File: config.mk
export PLATFORM = sky130hd
export DESIGN_NAME = spi_mfault_core
export DESIGN_NICKNAME = d
export VERILOG_FILES = /design/src/rtl/spi_mf_pkg.sv /design/src/rtl/spi_mf_clkgen.sv /design/src/rtl/spi_mf_shifter.sv /design/src/rtl/spi_mf_regs.sv /design/src/rtl/spi_mfault_core.sv
export SDC_FILE = /design/constraint.sdc
export NUM_CORES = 1
export LEC_CHECK = 0
export BUFFER_PORTS_ARGS = -buffer_cell sky130_fd_sc_hd__buf_2
export CAP_MARGIN = 40
export CORE_AREA = 5 5 86 88
export CTS_BUF_LIST = sky130_fd_sc_hd__clkbuf_8
export CTS_CLUSTER_SIZE = 28
export DETAILED_ROUTE_END_ITERATION = 8
export DIE_AREA = 0 0 91 93
export PLACE_DENSITY = 0.73
export SETUP_SLACK_MARGIN = 0.02
export SYNTH_ARGS = -nofsm -noshare
export SYNTH_HDL_FRONTEND = slang
export SYNTH_SLANG_ARGS = --single-unit
File: constraint.sdc
create_clock -name clk -period 4.7 [get_ports clk]
set_input_delay 0.705 -clock clk [delete_from_list [all_inputs] [get_ports clk]]
set_output_delay 0.705 -clock clk [all_outputs]
set_load 0.05 [all_outputs]
File: src/rtl/spi_mf_pkg.sv
package spi_mf_pkg;
  localparam int DATA_W = 8;
  localparam int RATE_W = 2;

  localparam logic [1:0] REG_CTRL = 2'd0;
  localparam logic [1:0] REG_STAT = 2'd1;
  localparam logic [1:0] REG_DATA = 2'd2;

  localparam int ST_DONE  = 7;
  localparam int ST_OVR   = 6;
  localparam int ST_FAULT = 5;

  typedef struct packed {
    logic              irq_en;
    logic              enable;
    logic              div_bypass;
    logic              master;
    logic              cpol;
    logic              cpha;
    logic [RATE_W-1:0] rate;
  } ctrl_t;
endpackage

File: src/rtl/spi_mf_clkgen.sv
module spi_mf_clkgen #(
  parameter int RATE_W = 2,
  parameter int CNT_W  = 5
) (
  input  logic              clk,
  input  logic              rst,
  input  logic              run,
  input  logic [RATE_W-1:0] rate,
  input  logic              div2_on,
  output logic              tick
);
  logic [CNT_W-1:0]  cnt;
  logic [CNT_W-1:0]  limit;
  logic [RATE_W:0]   shamt;

  always_comb begin
    shamt = {1'b0, rate} + {{RATE_W{1'b0}}, div2_on};
    limit = (CNT_W'(1) << shamt) - CNT_W'(1);
    tick  = run && (cnt >= limit);
  end

  always_ff @(posedge clk) begin
    if (rst || !run || tick) cnt <= '0;
    else                     cnt <= cnt + CNT_W'(1);
  end
endmodule

File: src/rtl/spi_mf_shifter.sv
module spi_mf_shifter #(
  parameter int W = 8
) (
  input  logic         clk,
  input  logic         rst,
  input  logic         load,
  input  logic [W-1:0] load_val,
  input  logic         clr,
  input  logic         edge_stb,
  input  logic         cpha,
  input  logic         rx_in,
  output logic         out_bit,
  output logic         done,
  output logic [W-1:0] rx_byte,
  output logic         last_edge,
  output logic         idle
);
  localparam int EC_W = $clog2(2 * W);

  logic [EC_W-1:0] ecnt;
  logic [W-1:0]    sh;
  logic            cap;
  logic            shf;

  always_comb begin
    cap       = edge_stb && (ecnt[0] == cpha);
    shf       = edge_stb && (ecnt[0] != cpha);
    rx_byte   = {sh[W-2:0], rx_in};
    done      = cap && (ecnt[EC_W-1:1] == (EC_W-1)'(W - 1));
    last_edge = edge_stb && (ecnt == EC_W'(2 * W - 1));
    idle      = (ecnt == '0);
  end

  always_ff @(posedge clk) begin
    if (rst) begin
      ecnt    <= '0;
      sh      <= '0;
      out_bit <= 1'b0;
    end else if (load) begin
      sh      <= load_val;
      out_bit <= load_val[W-1];
      ecnt    <= '0;
    end else if (clr) begin
      ecnt <= '0;
    end else if (edge_stb) begin
      ecnt <= last_edge ? '0 : ecnt + EC_W'(1);
      if (cap) sh      <= rx_byte;
      if (shf) out_bit <= sh[W-1];
    end
  end
endmodule

File: src/rtl/spi_mf_regs.sv
module spi_mf_regs
  import spi_mf_pkg::*;
(
  input  logic              clk,
  input  logic              rst,
  input  logic              bus_wr,
  input  logic              bus_rd,
  input  logic [1:0]        bus_addr,
  input  logic [DATA_W-1:0] bus_wdata,
  output logic [DATA_W-1:0] bus_rdata,
  input  logic              fault,
  input  logic              done,
  input  logic [DATA_W-1:0] rx_byte,
  output ctrl_t             ctrl,
  output logic              data_wr,
  output logic              irq,
  output logic              spif,
  output logic              ovr,
  output logic              modf,
  output logic [DATA_W-1:0] rx_buf
);
  logic [3:0] ctrl_hi;
  logic [3:0] ctrl_lo;
  logic       wr_ctrl, rd_stat, rd_data, data_acc;
  logic       arm_spif, arm_ovr, arm_modf;
  logic       clr_spif, clr_ovr, clr_modf, spif_held;
  logic [DATA_W-1:0] stat_word;

  always_comb begin
    ctrl      = {ctrl_hi, ctrl_lo};
    wr_ctrl   = bus_wr && (bus_addr == REG_CTRL);
    data_wr   = bus_wr && (bus_addr == REG_DATA);
    rd_stat   = bus_rd && (bus_addr == REG_STAT);
    rd_data   = bus_rd && (bus_addr == REG_DATA);
    data_acc  = data_wr || rd_data;
    clr_spif  = data_acc && arm_spif;
    clr_ovr   = rd_data && arm_ovr;
    clr_modf  = wr_ctrl && arm_modf;
    spif_held = spif && !clr_spif;
    stat_word = '0;
    stat_word[ST_DONE]  = spif;
    stat_word[ST_OVR]   = ovr;
    stat_word[ST_FAULT] = modf;
  end

  // timing fields carry no reset value
  always_ff @(posedge clk) begin
    if (wr_ctrl) ctrl_lo <= bus_wdata[3:0];
  end

  always_ff @(posedge clk) begin
    if (rst) begin
      ctrl_hi <= '0;
    end else begin
      if (wr_ctrl) ctrl_hi <= bus_wdata[7:4];
      if (fault) begin
        ctrl_hi[2] <= 1'b0;
        ctrl_hi[0] <= 1'b0;
      end
    end
  end

  always_ff @(posedge clk) begin
    if (rst) begin
      arm_spif <= 1'b0;
      arm_ovr  <= 1'b0;
      arm_modf <= 1'b0;
    end else if (rd_stat) begin
      arm_spif <= spif;
      arm_ovr  <= ovr;
      arm_modf <= modf;
    end else begin
      if (data_acc) arm_spif <= 1'b0;
      if (rd_data)  arm_ovr  <= 1'b0;
      if (wr_ctrl)  arm_modf <= 1'b0;
    end
  end

  always_ff @(posedge clk) begin
    if (rst) begin
      spif   <= 1'b0;
      ovr    <= 1'b0;
      modf   <= 1'b0;
      rx_buf <= '0;
    end else begin
      if (done)          spif <= 1'b1;
      else if (clr_spif) spif <= 1'b0;
      if (done && spif_held) ovr <= 1'b1;
      else if (clr_ovr)      ovr <= 1'b0;
      if (done && !spif_held) rx_buf <= rx_byte;
      if (fault)         modf <= 1'b1;
      else if (clr_modf) modf <= 1'b0;
    end
  end

  always_ff @(posedge clk) begin
    if (rst) begin
      bus_rdata <= '0;
      irq       <= 1'b0;
    end else begin
      irq <= ctrl.irq_en && (spif || ovr || modf);
      if (bus_rd) begin
        case (bus_addr)
          REG_CTRL: bus_rdata <= ctrl;
          REG_STAT: bus_rdata <= stat_word;
          REG_DATA: bus_rdata <= rx_buf;
          default:  bus_rdata <= '0;
        endcase
      end
    end
  end
endmodule

File: src/rtl/spi_mfault_core.sv
module spi_mfault_core
  import spi_mf_pkg::*;
#(
  parameter int SYNC_STAGES = 2
) (
  input  logic       clk,
  input  logic       rst,
  input  logic       bus_wr,
  input  logic       bus_rd,
  input  logic [1:0] bus_addr,
  input  logic [7:0] bus_wdata,
  output logic [7:0] bus_rdata,
  output logic       irq,
  input  logic       ss_n,
  input  logic       sck_in,
  output logic       sck_out,
  output logic       sck_oe,
  input  logic       mosi_in,
  output logic       mosi_out,
  output logic       mosi_oe,
  input  logic       miso_in,
  output logic       miso_out,
  output logic       miso_oe
);
  localparam int CNT_W = (1 << RATE_W) + 1;

  ctrl_t ctrl;
  logic  data_wr, spif, ovr, modf, done, last_edge, sh_idle, out_bit, tick;
  logic [DATA_W-1:0] rx_byte, rx_buf;
  logic [SYNC_STAGES-1:0] ss_sync, sck_sync;
  logic  sck_prev, busy, sck_r;
  logic  m_en, s_en, ss_lo, fault, s_sel, sck_s, s_edge, m_edge;
  logic  edge_stb, rx_in, start, load, clr;

  always_comb begin
    m_en     = ctrl.enable && ctrl.master;
    s_en     = ctrl.enable && !ctrl.master;
    ss_lo    = !ss_sync[SYNC_STAGES-1];
    sck_s    = sck_sync[SYNC_STAGES-1];
    fault    = m_en && ss_lo;
    s_sel    = s_en && ss_lo;
    s_edge   = s_sel && (sck_s != sck_prev);
    m_edge   = m_en && busy && tick;
    edge_stb = m_en ? m_edge : s_edge;
    rx_in    = ctrl.master ? miso_in : mosi_in;
    start    = data_wr && m_en && !busy && !fault;
    load     = start || (data_wr && s_en && sh_idle);
    clr      = !ctrl.enable || (s_en && !ss_lo) || (busy && !m_en);
  end

  always_ff @(posedge clk) begin
    if (rst) begin
      ss_sync  <= '1;
      sck_sync <= '0;
      sck_prev <= 1'b0;
    end else begin
      ss_sync  <= (ss_sync << 1) | SYNC_STAGES'(ss_n);
      sck_sync <= (sck_sync << 1) | SYNC_STAGES'(sck_in);
      sck_prev <= sck_s;
    end
  end

  always_ff @(posedge clk) begin
    if (rst) begin
      busy  <= 1'b0;
      sck_r <= 1'b0;
    end else begin
      if (!m_en || fault)          busy <= 1'b0;
      else if (start)              busy <= 1'b1;
      else if (m_edge && last_edge) busy <= 1'b0;
      if (m_edge)     sck_r <= ~sck_r;
      else if (!busy) sck_r <= ctrl.cpol;
    end
  end

  spi_mf_regs u_regs (
    .clk(clk), .rst(rst), .bus_wr(bus_wr), .bus_rd(bus_rd), .bus_addr(bus_addr),
    .bus_wdata(bus_wdata), .bus_rdata(bus_rdata), .fault(fault), .done(done),
    .rx_byte(rx_byte), .ctrl(ctrl), .data_wr(data_wr), .irq(irq),
    .spif(spif), .ovr(ovr), .modf(modf), .rx_buf(rx_buf)
  );

  spi_mf_clkgen #(.RATE_W(RATE_W), .CNT_W(CNT_W)) u_clk (
    .clk(clk), .rst(rst), .run(m_en && busy), .rate(ctrl.rate),
    .div2_on(!ctrl.div_bypass), .tick(tick)
  );

  spi_mf_shifter #(.W(DATA_W)) u_sh (
    .clk(clk), .rst(rst), .load(load), .load_val(bus_wdata), .clr(clr),
    .edge_stb(edge_stb), .cpha(ctrl.cpha), .rx_in(rx_in), .out_bit(out_bit),
    .done(done), .rx_byte(rx_byte), .last_edge(last_edge), .idle(sh_idle)
  );

  always_comb begin
    sck_out  = sck_r;
    sck_oe   = m_en;
    mosi_out = out_bit;
    mosi_oe  = m_en;
    miso_out = out_bit;
    miso_oe  = s_sel;
  end
endmodule

# [Word-level counts from Yosys, hierarchy flattened]
# Index checks and enable logic that the tools add are counted.
[totals] reg_bits=56 output_inout_bits=15 elab_cells=134
[op_classes] n_addsub=4 n_lt_le_gt_ge=1 eq_ne=9 shift=1 muxes=28 n_bitwise=3 n_reduce_logical=67
[ops] operator="$mux W8" n=4
[ops] operator="$logic_and A1 B1 Y1" n=31
[ops] operator="$pmux W8 S3" n=1
[ops] operator="$mux W1" n=22
[ops] operator="$reduce_bool A2 Y1" n=10
[ops] operator="$logic_not A1 Y1" n=10
[ops] operator="$logic_or A1 B1 Y1" n=9
[ops] operator="$reduce_and A3 Y1" n=2
[ops] operator="$add A5 B1 Y5 const B" n=1
[ops] operator="$ge A5 B5 Y1" n=1
[ops] operator="$shl A1 B3 Y5 const A" n=1
[ops] operator="$sub A5 B2 Y5 const B" n=1
[ops] operator="$add A4 B1 Y4 const B" n=1
[ops] operator="$eq A4 B4 Y1 const B" n=1
[ops] operator="$logic_not A4 Y1" n=1
[ops] operator="$mux W4" n=1
[ops] operator="$or A2 B1 Y2" n=2
[ops] operator="$reduce_or A2 Y1" n=2
[ops] operator="$add A2 B1 Y3" n=1
[ops] operator="$eq A3 B3 Y1 const B" n=1
[ops] operator="$reduce_or A3 Y1" n=1
[ops] operator="$eq A2 B1 Y1 const B" n=1
[ops] operator="$eq A2 B2 Y1 const B" n=1
[ops] operator="$logic_not A2 Y1" n=1
[ops] operator="5 further kinds" n=6

# [Longest topological paths before layout]
# Gate-level depths: netlist (run 1).
[depth] word_depth=13 ltp_mapped=18 ltp_nobuf=16

# [By module]
# A second synthesis (run 1) with hierarchy kept.
[hier_totals] hier_cells=310 hier_area_um2=2861.5
[by_module_without_submodules] module="spi_mf_regs" n_inst=1 cells_per_inst=133 area_each_um2=1321.3 seq_area_each_um2=660.6
[by_module_without_submodules] module="spi_mf_shifter" n_inst=1 cells_per_inst=92 area_each_um2=794.5 seq_area_each_um2=260.2
[by_module_without_submodules] module="spi_mf_clkgen" n_inst=1 cells_per_inst=49 area_each_um2=416.6 seq_area_each_um2=100.1
[by_module_without_submodules] module="spi_mfault_core" n_inst=1 cells_per_inst=36 area_each_um2=329.1 seq_area_each_um2=140.1

# [Worst setup path before layout (run 1)]
# No wires, ideal clock.
[synth_path] path_type="flip-flop to flip-flop" startpoint="register u_regs.ctrl_lo[0]" endpoint="register u_sh.sh[0]" setup_ns=0.121 arrival_ns=3.085 setup_slack_ns=1.494 path_stages_with_launch=17 path_cell_list="edfxtp_1 ha_1 nand2b_1 mux2i_1 nand2b_1 ha_1 nor3_1 a21oi_1 mux2i_1 a32oi_1 ha_1 a21oi_1 o2bb2ai_1 a21o_1 buf_2 a21oi_4 mux2_2"
[synth_between] elab_chain_len=10
[synth_lines] element="start, declared" line_no="spi_mf_regs.sv:23" rtl="logic [3:0] ctrl_lo;"
[synth_lines] element="start signal, assigned" line_no="spi_mf_regs.sv:48" rtl="if (wr_ctrl) ctrl_lo <= bus_wdata[3:0];"
[synth_lines] element="$add A2 B1 Y3 (*)" line_no="spi_mf_clkgen.sv:17" rtl="shamt = {1'b0, rate} + {{RATE_W{1'b0}}, div2_on};"
[synth_lines] element="$shl A1 B3 Y5 (*)" line_no="spi_mf_clkgen.sv:18" rtl="limit = (CNT_W'(1) << shamt) - CNT_W'(1);"
[synth_lines] element="$sub A5 B2 Y5 (*)" line_no="spi_mf_clkgen.sv:18"
[synth_lines] element="$ge A5 B5 Y1 (*)" line_no="spi_mf_clkgen.sv:19" rtl="tick = run && (cnt >= limit);"
[synth_lines] element="$logic_and A1 B1 Y1 (*)" line_no="spi_mf_clkgen.sv:19"
[synth_lines] element="$logic_and A1 B1 Y1 (*)" line_no="spi_mfault_core.sv:43" rtl="m_edge = m_en && busy && tick;"
[synth_lines] element="$mux W1 (*)" line_no="spi_mfault_core.sv:44" rtl="edge_stb = m_en ? m_edge : s_edge;"
[synth_lines] element="$logic_and A1 B1 Y1" line_no="spi_mf_shifter.sv:26" rtl="cap = edge_stb && (ecnt[0] == cpha);"
[synth_lines] element="$reduce_bool A2 Y1 (no source line)"
[synth_lines] element="$reduce_and A3 Y1 (no source line) (*)"
[synth_lines] element="end signal, assigned" line_no="spi_mf_shifter.sv:40" rtl="sh <= load_val;"
[synth_lines] element="end signal, assigned" line_no="spi_mf_shifter.sv:47" rtl="if (cap) sh <= rx_byte;"
[synth_lines] element="end, declared" line_no="spi_mf_shifter.sv:21" rtl="logic [W-1:0] sh;"
# Mark *: on every way between the ends. The rest lies on a longest branch, timed or not.
# A chain may end at the register's enable or synchronous reset.

# [Worst setup path in the final report (run 1)]
# Ends and elaborated chain as after synthesis.

==> results of run 1 <==
[worst register-to-register path, cell delays in order, from the launching register on]
cell and delay, ns:
edfxtp_1 0.43, ha_1 0.26, nand2b_1 0.20, mux2i_1 0.23, nand2b_1 0.11, ha_1 0.26, nor3_1 0.16, a21oi_1 0.06
mux2i_1 0.19, a32oi_1 0.10, ha_1 0.32, a21oi_1 0.21, o2bb2ai_1 0.11, a21o_1 0.35, a21oi_4 0.32, mux2_2 0.37
[worst paths after layout]
check,from,to,slack (ns),depth (start not counted)
worst max-delay path,u_regs.ctrl_lo[0],u_sh.sh[0],0.93,15
worst min-delay path,ss_sync[0],ss_sync[1],0.44,1
worst max register to register,u_regs.ctrl_lo[0],u_sh.sh[0],0.93,15
worst min register to register,ss_sync[0],ss_sync[1],0.44,1
[cells in the final DEF, fill, tap and decap left out, drive strengths merged, types with 2 or more instances in the layout]
cell,count
dfxtp,52
nor2,37
buf,34
a21oi,30
nor2b,20
nand3,18
nand2,16
mux2i,15
o21ai,15
mux2,14
inv,12
ha,11
nor3,7
clkbuf,5
and3,4
nand3b,4
edfxtp,4
nand2b,3
xnor2,3
xor2,3
a32oi,2
a211oi,2
a21o,2
or2,2
nor4b,2
o311ai,2
nand4,2
o31ai,2
nor3b,2
or3,2
[through the flow]
step	std cells	cell area, um2	utilization [%]	setup WS [ns]
after floorplan	316	2830	-	1.49
after global placement	409	2990	45.5	1.23
after detailed placement	411	3020	45.9	1.04
after CTS	419	3130	47.6	0.957
after global routing	419	3130	47.6	0.670
final	419	3130	47.6	0.933
[kinds of logic after synthesis]
group,Yosys count,share of synthesized area [%]
compound gates,63,14.3
xor+xnor,6,1.86
fa+ha+maj,11,4.86
buf+inv,29,4.95
flops,56,41.0
mux,29,10.9
simple gates,122,22.1
[sequential cells by signal (all words and copies together), names as in the netlist, 2 cells and up]
register          count
u_sh.ecnt             4
u_regs.ctrl_lo        4
u_clk.cnt             5
u_regs.rx_buf         8
ss_sync               2
sck_sync              2
u_regs.bus_rdata      8
u_sh.sh               8
u_regs.ctrl_hi        4
[metal layers]
metal	vias up	wire length, um	global-route usage (%)
met5	-	0	0
met4	0	81	3.91
met3	8	296	3.38
met2	61	2710	23.0
met1	1045	3080	20.4
li1	1150	-	-
[power by group]
part	internal, uW	switching (uW)	total [uW]
clock network	159	161	320
registers	487	5.84	493
logic	31.6	51.9	83.6
total	678	219	897
[cell type report]
type                       count  area share (%)
multi-input combinational    231            48.9
sequential                    56            37.1
inverter                      10            1.20
clock buffer                   5            2.20
tap                           80            3.20
timing repair buffer          34            6.00
clock inverter                 3            1.36
==> results.md, run 1 <==
* Cells after Synth at 316
* GRT Resource Usage Total at roughly 15%
* Routed WL per cell at 14.7 um
* Mapped cell area at 2830 um2
* Critical path class: register to register
* Total Wirelength at 6170 um
* Initial antenna violation count at 0
* Count leader, synth: dfxtp_1
* Power Dens Cells at approximately 290 nW/um2
* Vias in the first global route at 2130
* Clock buffer depth at 2
* CP max FO at 16
* Worst slew margin at slightly above 60%
* Area leader, netlist: dfxtp_1
* Via count at 2264
* Setup TNS at 0 ns
* CTS root buf: clkbuf_8
* DIE WIDTH at between 90 and 100 um
* YS warnings at 0
* First-pass GRT wire length at between 10000 and 15000 um
* Share of cells above drive strength 1 at 19.5%
* P_leak at roughly 0.0012 uW
* Initial core utilization at 43.1%
* Setup bufs post-CTS at 0
* Max_cap viols at 0
* Row count at 30
* Crit share post-route at between 80 and 90%
* Most frequent cells after synthesis: dfxtp_1 (52), nor2_1 (37), a21oi_1 (24)
* Synthesized Nets at about 350
* Critical Path Sink Type: register
* Fillers at about 640
* EDFF count, synth at 4
* Critical-path cell list: ha_1, nand2b_1, mux2i_1, nand2b_1, ha_1, nor3_1, a21oi_1, mux2i_1, a32oi_1, ha_1, a21oi_1, o2bb2ai_1, a21o_1, a21oi_4, mux2_2
* DRC at 0
* VDD IR max at about 0.00019 V
* Layout net count at ~370
* Fmax at between 0.2 and 0.3 GHz
* Delay-heaviest family, CP: compound AO/OA/AOI/OAI gates
* DR pass1 iterations at 4
* GPL Wtd Cong at 0.804
* Hpwl dp at about 4500 um
* Sequential-to-total area share from yosys stat at between 40 and 50%
* Die Y at around 93 um
* Outcome: completed
* Synth top area share at 36.8%
* Mean Syn Cell Area at ~9 um2
* Most used cell, CP: ha_1
* N_diodes at 0
* Total power at roughly 900 uW
* Hold_ws at around 0.44 ns
* Post-cts hold buffer count at 0
* Number of H-tree levels at 2
* Port bufs at 32
* Tightest Hold Check Type: register to register
* FF+latch area at 1160 um2
* CP max-delay cell: edfxtp_1
* Cts bufs inserted at 5
* Clk pin slew, worst setup/hold paths at ~0.11 ns
* First-iteration detailed-routing DRC count at 177
* # IOs at 33
* Critical Path Source Type: register
* Worst-skew pair later-pin latency at 0.31 ns
* Worst path buffer plus inverter count at 0
* Min Clock Period, post-route at 3.77 ns
* Clk sinks at 56
* Skew final at 0.0124 ns
* Slew @ Worst Pin at 0.578 ns
* Post-DR vias/cell at between 5 and 6
* # resized after CTS at 0
* # setup viols final at 0
* Die Area at roughly 8500 um2
* Synth Flop Type: dfxtp_1
* CTS tree: built
* Synth cell types at 50
* Core area at ~6600 um2
* Area of the multi-input gates at around 1500 um2
* Final Hold Fails at 0
* RSZ-0062 raised after global routing: no
* GRT overflow at 0
* Critical Path RT at between 4 and 5 ns
* Crit path DAT at roughly 4 ns
* Pin count of the biggest net entering global routing at 37
* FFs w/ async S/R, synth at 0%
* Flops & latches, synth at 56
* Antenna-violating nets left at 0
* Syn-to-layout area delta at 10.5%
* Main area contributors after synthesis: dfxtp_1 (37%), mux2_2 (5.6%), mux2i_1 (5.3%)
* Max incr delay on CP at ~0.43 ns
* Fin. max-slew vios at 0
Note: power is estimated with default switching activity, not from simulation.
==> run 2: changes to the inputs <==
clock period = 3.7 ns   (was 4.7 ns; I/O delays follow)
==> run 2 against run 1 <==
Sequential power up 27%. Utilization up 0.90 points. Total power is 33% higher. Design area grew 1.9%. Fmax increased by 7.3%. Largest cell class unchanged. Largest power group unchanged.
==> results.md, run 2 (synthesis results as in run 1) <==
* Number of H-tree levels at 2 (unchanged)
* Vias in the first global route at 2204 (+3.5%)
* Cts bufs inserted at 5 (unchanged)
* Regs by FF count: u_regs.bus_rdata x8, u_regs.rx_buf x8, u_sh.sh x8
* Inst Count DP at 412 (+0.24%)
* Post-cts hold buffer count at 0 (unchanged)
* Fin. max-slew vios at 0 (unchanged)
* Final Hold Fails at 0 (unchanged)
* Final std cells w/o fill at 420 (+0.24%)
* Leading cell types in the layout, fill and taps excluded: dfxtp_1 (52), nor2_1 (37), buf_2 (32)
* DRC at 0 (unchanged)
* Die Y at 93 um (unchanged)
* Initial antenna violation count at 0 (unchanged)
* Critical Path Sink Type: register
* Layout net count at 369 (+0.54%)
* VDD IR max at 0.000184 V (-1.5%)
* Port bufs at 32 (unchanged)
* Critical path class: register to register
* Worst slack, placed at 0.196 ns (-0.843 ns)
* Core area at 6570 um2 (unchanged)
* Power Dens Cells at 376 nW/um2 (+31%)
* Crit share post-route at 94.9% (+15 points)
* GRT overflow at 0 (unchanged)
* Antenna-violating nets left at 0 (unchanged)
* Total power at 1200 uW (+33%)
* Min Clock Period, post-route at 3.51 ns (-0.255 ns)
* Fmax at 0.285 GHz (+7.3%)
* Worst slew margin at 66.5% (+5.0 points)
* Slew @ Worst Pin at 0.497 ns (-0.0808 ns)
* Die Area at 8460 um2 (unchanged)
* P_leak at 0.00125 uW (+1.6%)
* Clock buffer depth at 2 (unchanged)
* GPL Wtd Cong at 0.856 (+6.6%)
* First-pass GRT wire length at 10600 um (+2.6%)
* Critical Path Source: u_regs.ctrl_lo[0]
* Hold Path Origin: ss_sync[0]
* Routed WL per cell at 14.8 um (+0.33%)
* Initial core utilization at 43.1% (unchanged)
* # setup viols final at 0 (unchanged)
* Worst-skew pair later-pin latency at 0.31 ns (about the same)
* Hpwl dp at 4570 um (+2.3%)
* Skew final at 0.00667 ns (-0.00578 ns)
* CTS tree: built
* Share of cells above drive strength 1 at 20.9% (+1.4 points)
* Via count at 2251 (-0.57%)
* # IOs at 33 (unchanged)
* DR pass1 iterations at 4 (unchanged)
* N_diodes at 0 (unchanged)
* DIE WIDTH at 91 um (unchanged)
* Clk sinks at 56 (unchanged)
* First-iteration detailed-routing DRC count at 145 (-18%)
* Critical Path Source Type: register
* Tightest Hold Check Type: register to register
* Pin count of the biggest net entering global routing at 34 (-8.1%)
* Post-DR vias/cell at 5.36 (-0.81%)
* Outcome: completed
* Most common cell after layout, fill and taps aside: dfxtp_1
* Critical Path RT at 3.90 ns (-1.01 ns)
* Syn-to-layout area delta at 12.6%
* Final setup margin at 0.188 ns (-0.745 ns)
* Row count at 30 (unchanged)
* Clk pin slew, worst setup/hold paths at 0.10 ns (about the same)
* CP max FO at 7 (-9)
* Total Wirelength at 6200 um (+0.57%)
* Crit path DAT at 3.72 ns (-0.26 ns)
* Max_cap viols at 0 (unchanged)
* CTS root buf: clkbuf_8
* GRT Resource Usage Total at 15.0% (+0.34 points)
* Reg2Reg Launch Point: u_regs.ctrl_lo[0]
-- run 2: cell types whose count changed in the layout (fill, tap and decap cells not counted) --
cell / previous run / this run
bufinv_16: 1 / 2
nor3_1: 7 / 6
ha_1: 11 / 10
a21oi_1: 24 / 23
nor3_2: 0 / 1
a21oi_4: 1 / 2
inv_6: 1 / 0
ha_2: 0 / 1
buf_12: 1 / 0
buf_16: 0 / 1
buf_4: 1 / 3
inv_1: 11 / 10
-- run 2: report_power, final --
| group | leakage (uW) | switching (uW) | internal (uW) |
|---|---|---|---|
| clock network | 0.0000642 | 194 | 266 |
| logic | 0.000730 | 67.7 | 42.5 |
| registers | 0.000458 | 7.30 | 619 |
-- run 2: worst paths after layout --
| kind | slack, ns | cells after the start | endpoint |
|---|---|---|---|
| hold / removal | 0.42 | 1 | ss_sync[1] |
| hold reg to reg | 0.42 | 1 | ss_sync[1] |
| setup / recovery | 0.19 | 15 | u_sh.sh[4] |
| setup reg to reg | 0.19 | 15 | u_sh.sh[4] |
-- run 2: per-layer routing --
metal	up-vias	global-route usage, %	wire (um)
li1	1149	-	-
met1	1035	20.8	3110
met2	61	24.2	2760
met3	6	2.57	258
met4	0	4.16	77
met5	-	0	0
-- run 2: cell type report --
class | count | area (um2)
clock buffers | 5 | 68.8
fillers | 623 | 3380
well taps | 80 | 100
multi-input cells | 231 | 1550
clock inverters | 2 | 60.1
repair buffers | 36 | 210
inverters | 10 | 37.5
flip-flops and latches | 56 | 1160
-- run 2: metrics by stage --
stage               instance area, um2  utilization, %  hold WS, ns  TNS, ns
floorplan                         2830               -        0.389        0
global route                      3190            48.5        0.430  -0.0864
detailed placement                3030            46.1        0.399        0
CTS                               3160            48.1        0.421        0
global placement                  3000            45.6        0.394        0
finish                            3190            48.5        0.418        0
-- run 2: worst max-delay path, cell delays in order (launching register included) --
cell and delay, ns:
edfxtp_1 0.41, ha_1 0.26, nand2b_1 0.19, mux2i_1 0.23, nand2b_1 0.13, ha_2 0.23, nor3_2 0.12, a21oi_1 0.07
mux2i_1 0.17, a32oi_1 0.08, ha_1 0.33, a21oi_2 0.19, o2bb2ai_1 0.13, a21o_1 0.22, a21oi_4 0.29, mux2_2 0.37
-- run 2: repair_timing --
action | CTS | global route
setup endpoints to repair | 0 | 22
gates resized for setup | 0 | 4
buffers inserted | 0 | 1
==> run 3: changes to the inputs <==
REMOVE_ABC_BUFFERS = 1   (was unset)
==> run 3 against run 2 <==
Clock power shrank 29%. Clock-buffer cell count unchanged. Total power fell by 12%. Sequential share of layout area increased by 0.83 points. Combinational power is essentially flat. Via count rose by 3.3%. Flip-flop and latch count stayed put. Worst setup slack improved by 0.081 ns. Wire length stayed put. Global-route usage fell by 0.52 points. Utilization is 1.1 points lower. Highest routed layer unchanged.
==> results.md, run 3 (synthesis results as in run 1) <==
* RSZ-0062 raised after global routing: no
* Clk sinks at 56 (unchanged)
* Critical Path Source Type: register
* CTS tree: built
* Post-cts hold buffer count at 0 (unchanged)
* Cts bufs inserted at 5 (unchanged)
* Via count at 2326 (+3.3%)
* First-iteration detailed-routing DRC count at 108 (-26%)
* Layout net count at 368 (-0.27%)
* Crit path DAT at 3.64 ns (-0.08 ns)
* Fin. max-slew vios at 0 (unchanged)
* Setup TNS at 0 ns (unchanged)
* Row count at 30 (unchanged)
* DIE WIDTH at 91 um (unchanged)
* Critical Path RT at 3.90 ns (about the same)
* CP max FO at 7 (unchanged)
* Worst-skew pair later-pin latency at 0.31 ns (about the same)
* Hold Crit Depth at 1 (unchanged)
* Regs by FF count: u_regs.bus_rdata x8, u_regs.rx_buf x8, u_sh.sh x8
* Skew final at 0.00766 ns (+0.000991 ns)
* Die Y at 93 um (unchanged)
* Antenna-violating nets left at 0 (unchanged)
* Critical Path Sink Type: register
* Initial antenna violation count at 0 (unchanged)
* Min Clock Period, post-route at 3.43 ns (-0.0807 ns)
* Leading cell types in the layout, fill and taps excluded: dfxtp_1 (52), nor2_1 (37), buf_2 (32)
* Syn-to-layout area delta at 10.0%
* Vias in the first global route at 2190 (-0.64%)
* Clk pin slew, worst setup/hold paths at 0.10 ns (about the same)
* Slew @ Worst Pin at 0.578 ns (+0.0809 ns)
* Port bufs at 32 (unchanged)
* GRT overflow at 0 (unchanged)
* # IOs at 33 (unchanged)
* Share of cells above drive strength 1 at 20.0% (-0.88 points)
* Number of H-tree levels at 2 (unchanged)
* GRT Resource Usage Total at 14.5% (-0.52 points)
* Hold EP: ss_sync[1]
* DR pass1 iterations at 5 (+1)
* First-pass GRT wire length at 10100 um (-5.1%)
* Routed WL per cell at 14.8 um (unchanged)
* Core area at 6570 um2 (unchanged)
* Tightest Hold Check Type: register to register
* Pin count of the biggest net entering global routing at 50 (+47%)
* Total power at 1060 uW (-12%)
* Final Hold Fails at 0 (unchanged)
* Fmax at 0.291 GHz (+2.4%)
* Crit share post-route at 92.7% (-2.2 points)
* Placed instance area at 3020 um2 (-0.25%)
* Die Area at 8460 um2 (unchanged)
* # setup viols final at 0 (unchanged)
* Post-DR vias/cell at 5.54 (+3.3%)
* Reg2Reg Launch Point: u_regs.ctrl_lo[0]
* P_leak at 0.00123 uW (-1.9%)
* Worst R2R End: u_sh.sh[6]
* N_diodes at 0 (unchanged)
* Reg2Reg Depth at 15 (unchanged)
* VDD IR max at 0.000191 V (+4.0%)
* Final setup margin at 0.269 ns (+0.0807 ns)
* Power Dens Cells at 340 nW/um2 (-9.5%)
* DRC at 0 (unchanged)
* Hold_ws at 0.417 ns (-0.000851 ns)
* Initial core utilization at 43.1% (unchanged)
* Clock buffer depth at 2 (unchanged)
* Worst slack, placed at 0.244 ns (+0.0477 ns)
* Setup bufs post-CTS at 0 (unchanged)
* Total Wirelength at 6200 um (unchanged)
* Setup slack, reg-to-reg at 0.27 ns (+0.08 ns)
* Worst slew margin at 61.1% (-5.4 points)
* CTS root buf: clkbuf_8
* Max_cap viols at 0 (unchanged)
* Final Cell Area at 3110 um2 (-2.2%)
* Critical path class: register to register
* GPL Wtd Cong at 0.812 (-5.2%)
* Hpwl dp at 4600 um (+0.74%)
* Most common cell after layout, fill and taps aside: dfxtp_1
* Outcome: completed
* Hold Path Origin: ss_sync[0]
[run 3: power by group]
| part | internal [uW] | switching (uW) | total [uW] |
|---|---|---|---|
| Clock | 130 | 195 | 325 |
| Combinational | 40.8 | 65.9 | 107 |
| Sequential | 619 | 7.10 | 626 |
| Total | 790 | 268 | 1060 |
[run 3: routing by layer]
| layer | wire, um | GRT usage [%] | up-vias |
|---|---|---|---|
| met1 | 2680 | 18.0 | 1087 |
| met4 | 175 | 6.85 | 0 |
| met3 | 314 | 2.65 | 16 |
| met2 | 3030 | 24.3 | 69 |
| li1 | - | - | 1154 |
| met5 | 0 | 0 | - |
[run 3: critical path, cell delays in order, from the launching register on]
cell       delay [ns]
edfxtp_1         0.43
ha_1             0.25
nand2b_1         0.20
mux2i_1          0.22
nand2b_1         0.13
ha_2             0.22
nor3_1           0.14
a21oi_1          0.06
mux2i_1          0.14
a32oi_1          0.08
ha_1             0.33
a21oi_2          0.17
o2bb2ai_1        0.10
a21o_1           0.21
a21oi_4          0.28
mux2_2           0.38
[run 3: metrics by stage]
stage	utilization (%)	instances
after global routing	47.4	420
after CTS	47.3	420
after global placement	45.6	410
after floorplan	-	297
after detailed placement	46.0	412
final	47.4	420
[run 3: worst max path at each step]
stage / depth (start not counted) / slack, ns / from / to
after floorplan: 15 / 0.44 / u_regs.ctrl_lo[0] / u_sh.sh[0]
final: 15 / 0.27 / u_regs.ctrl_lo[0] / u_sh.sh[6]
after global placement: 15 / 0.45 / u_regs.ctrl_lo[0] / u_sh.sh[2]
after global routing: 15 / 0.05 / u_regs.ctrl_lo[0] / u_regs.rx_buf[1]
after detailed placement: 15 / 0.24 / u_regs.ctrl_lo[0] / u_sh.sh[6]
after CTS: 15 / 0.20 / u_regs.ctrl_lo[0] / u_sh.sh[0]
[run 3: layout make-up]
class,instances,area [um2]
inverter,10,37.5
multi-input combinational,231,1540
clock inverter,3,16.3
timing repair buffer,35,195
tap,80,100
sequential,56,1160
clock buffer,5,68.8
fill,646,3450
[run 3: repair_timing]
action | CTS | global route
hold endpoints to repair | 0 | 0
setup endpoints to repair | 0 | 16
resized for setup | 0 | 2
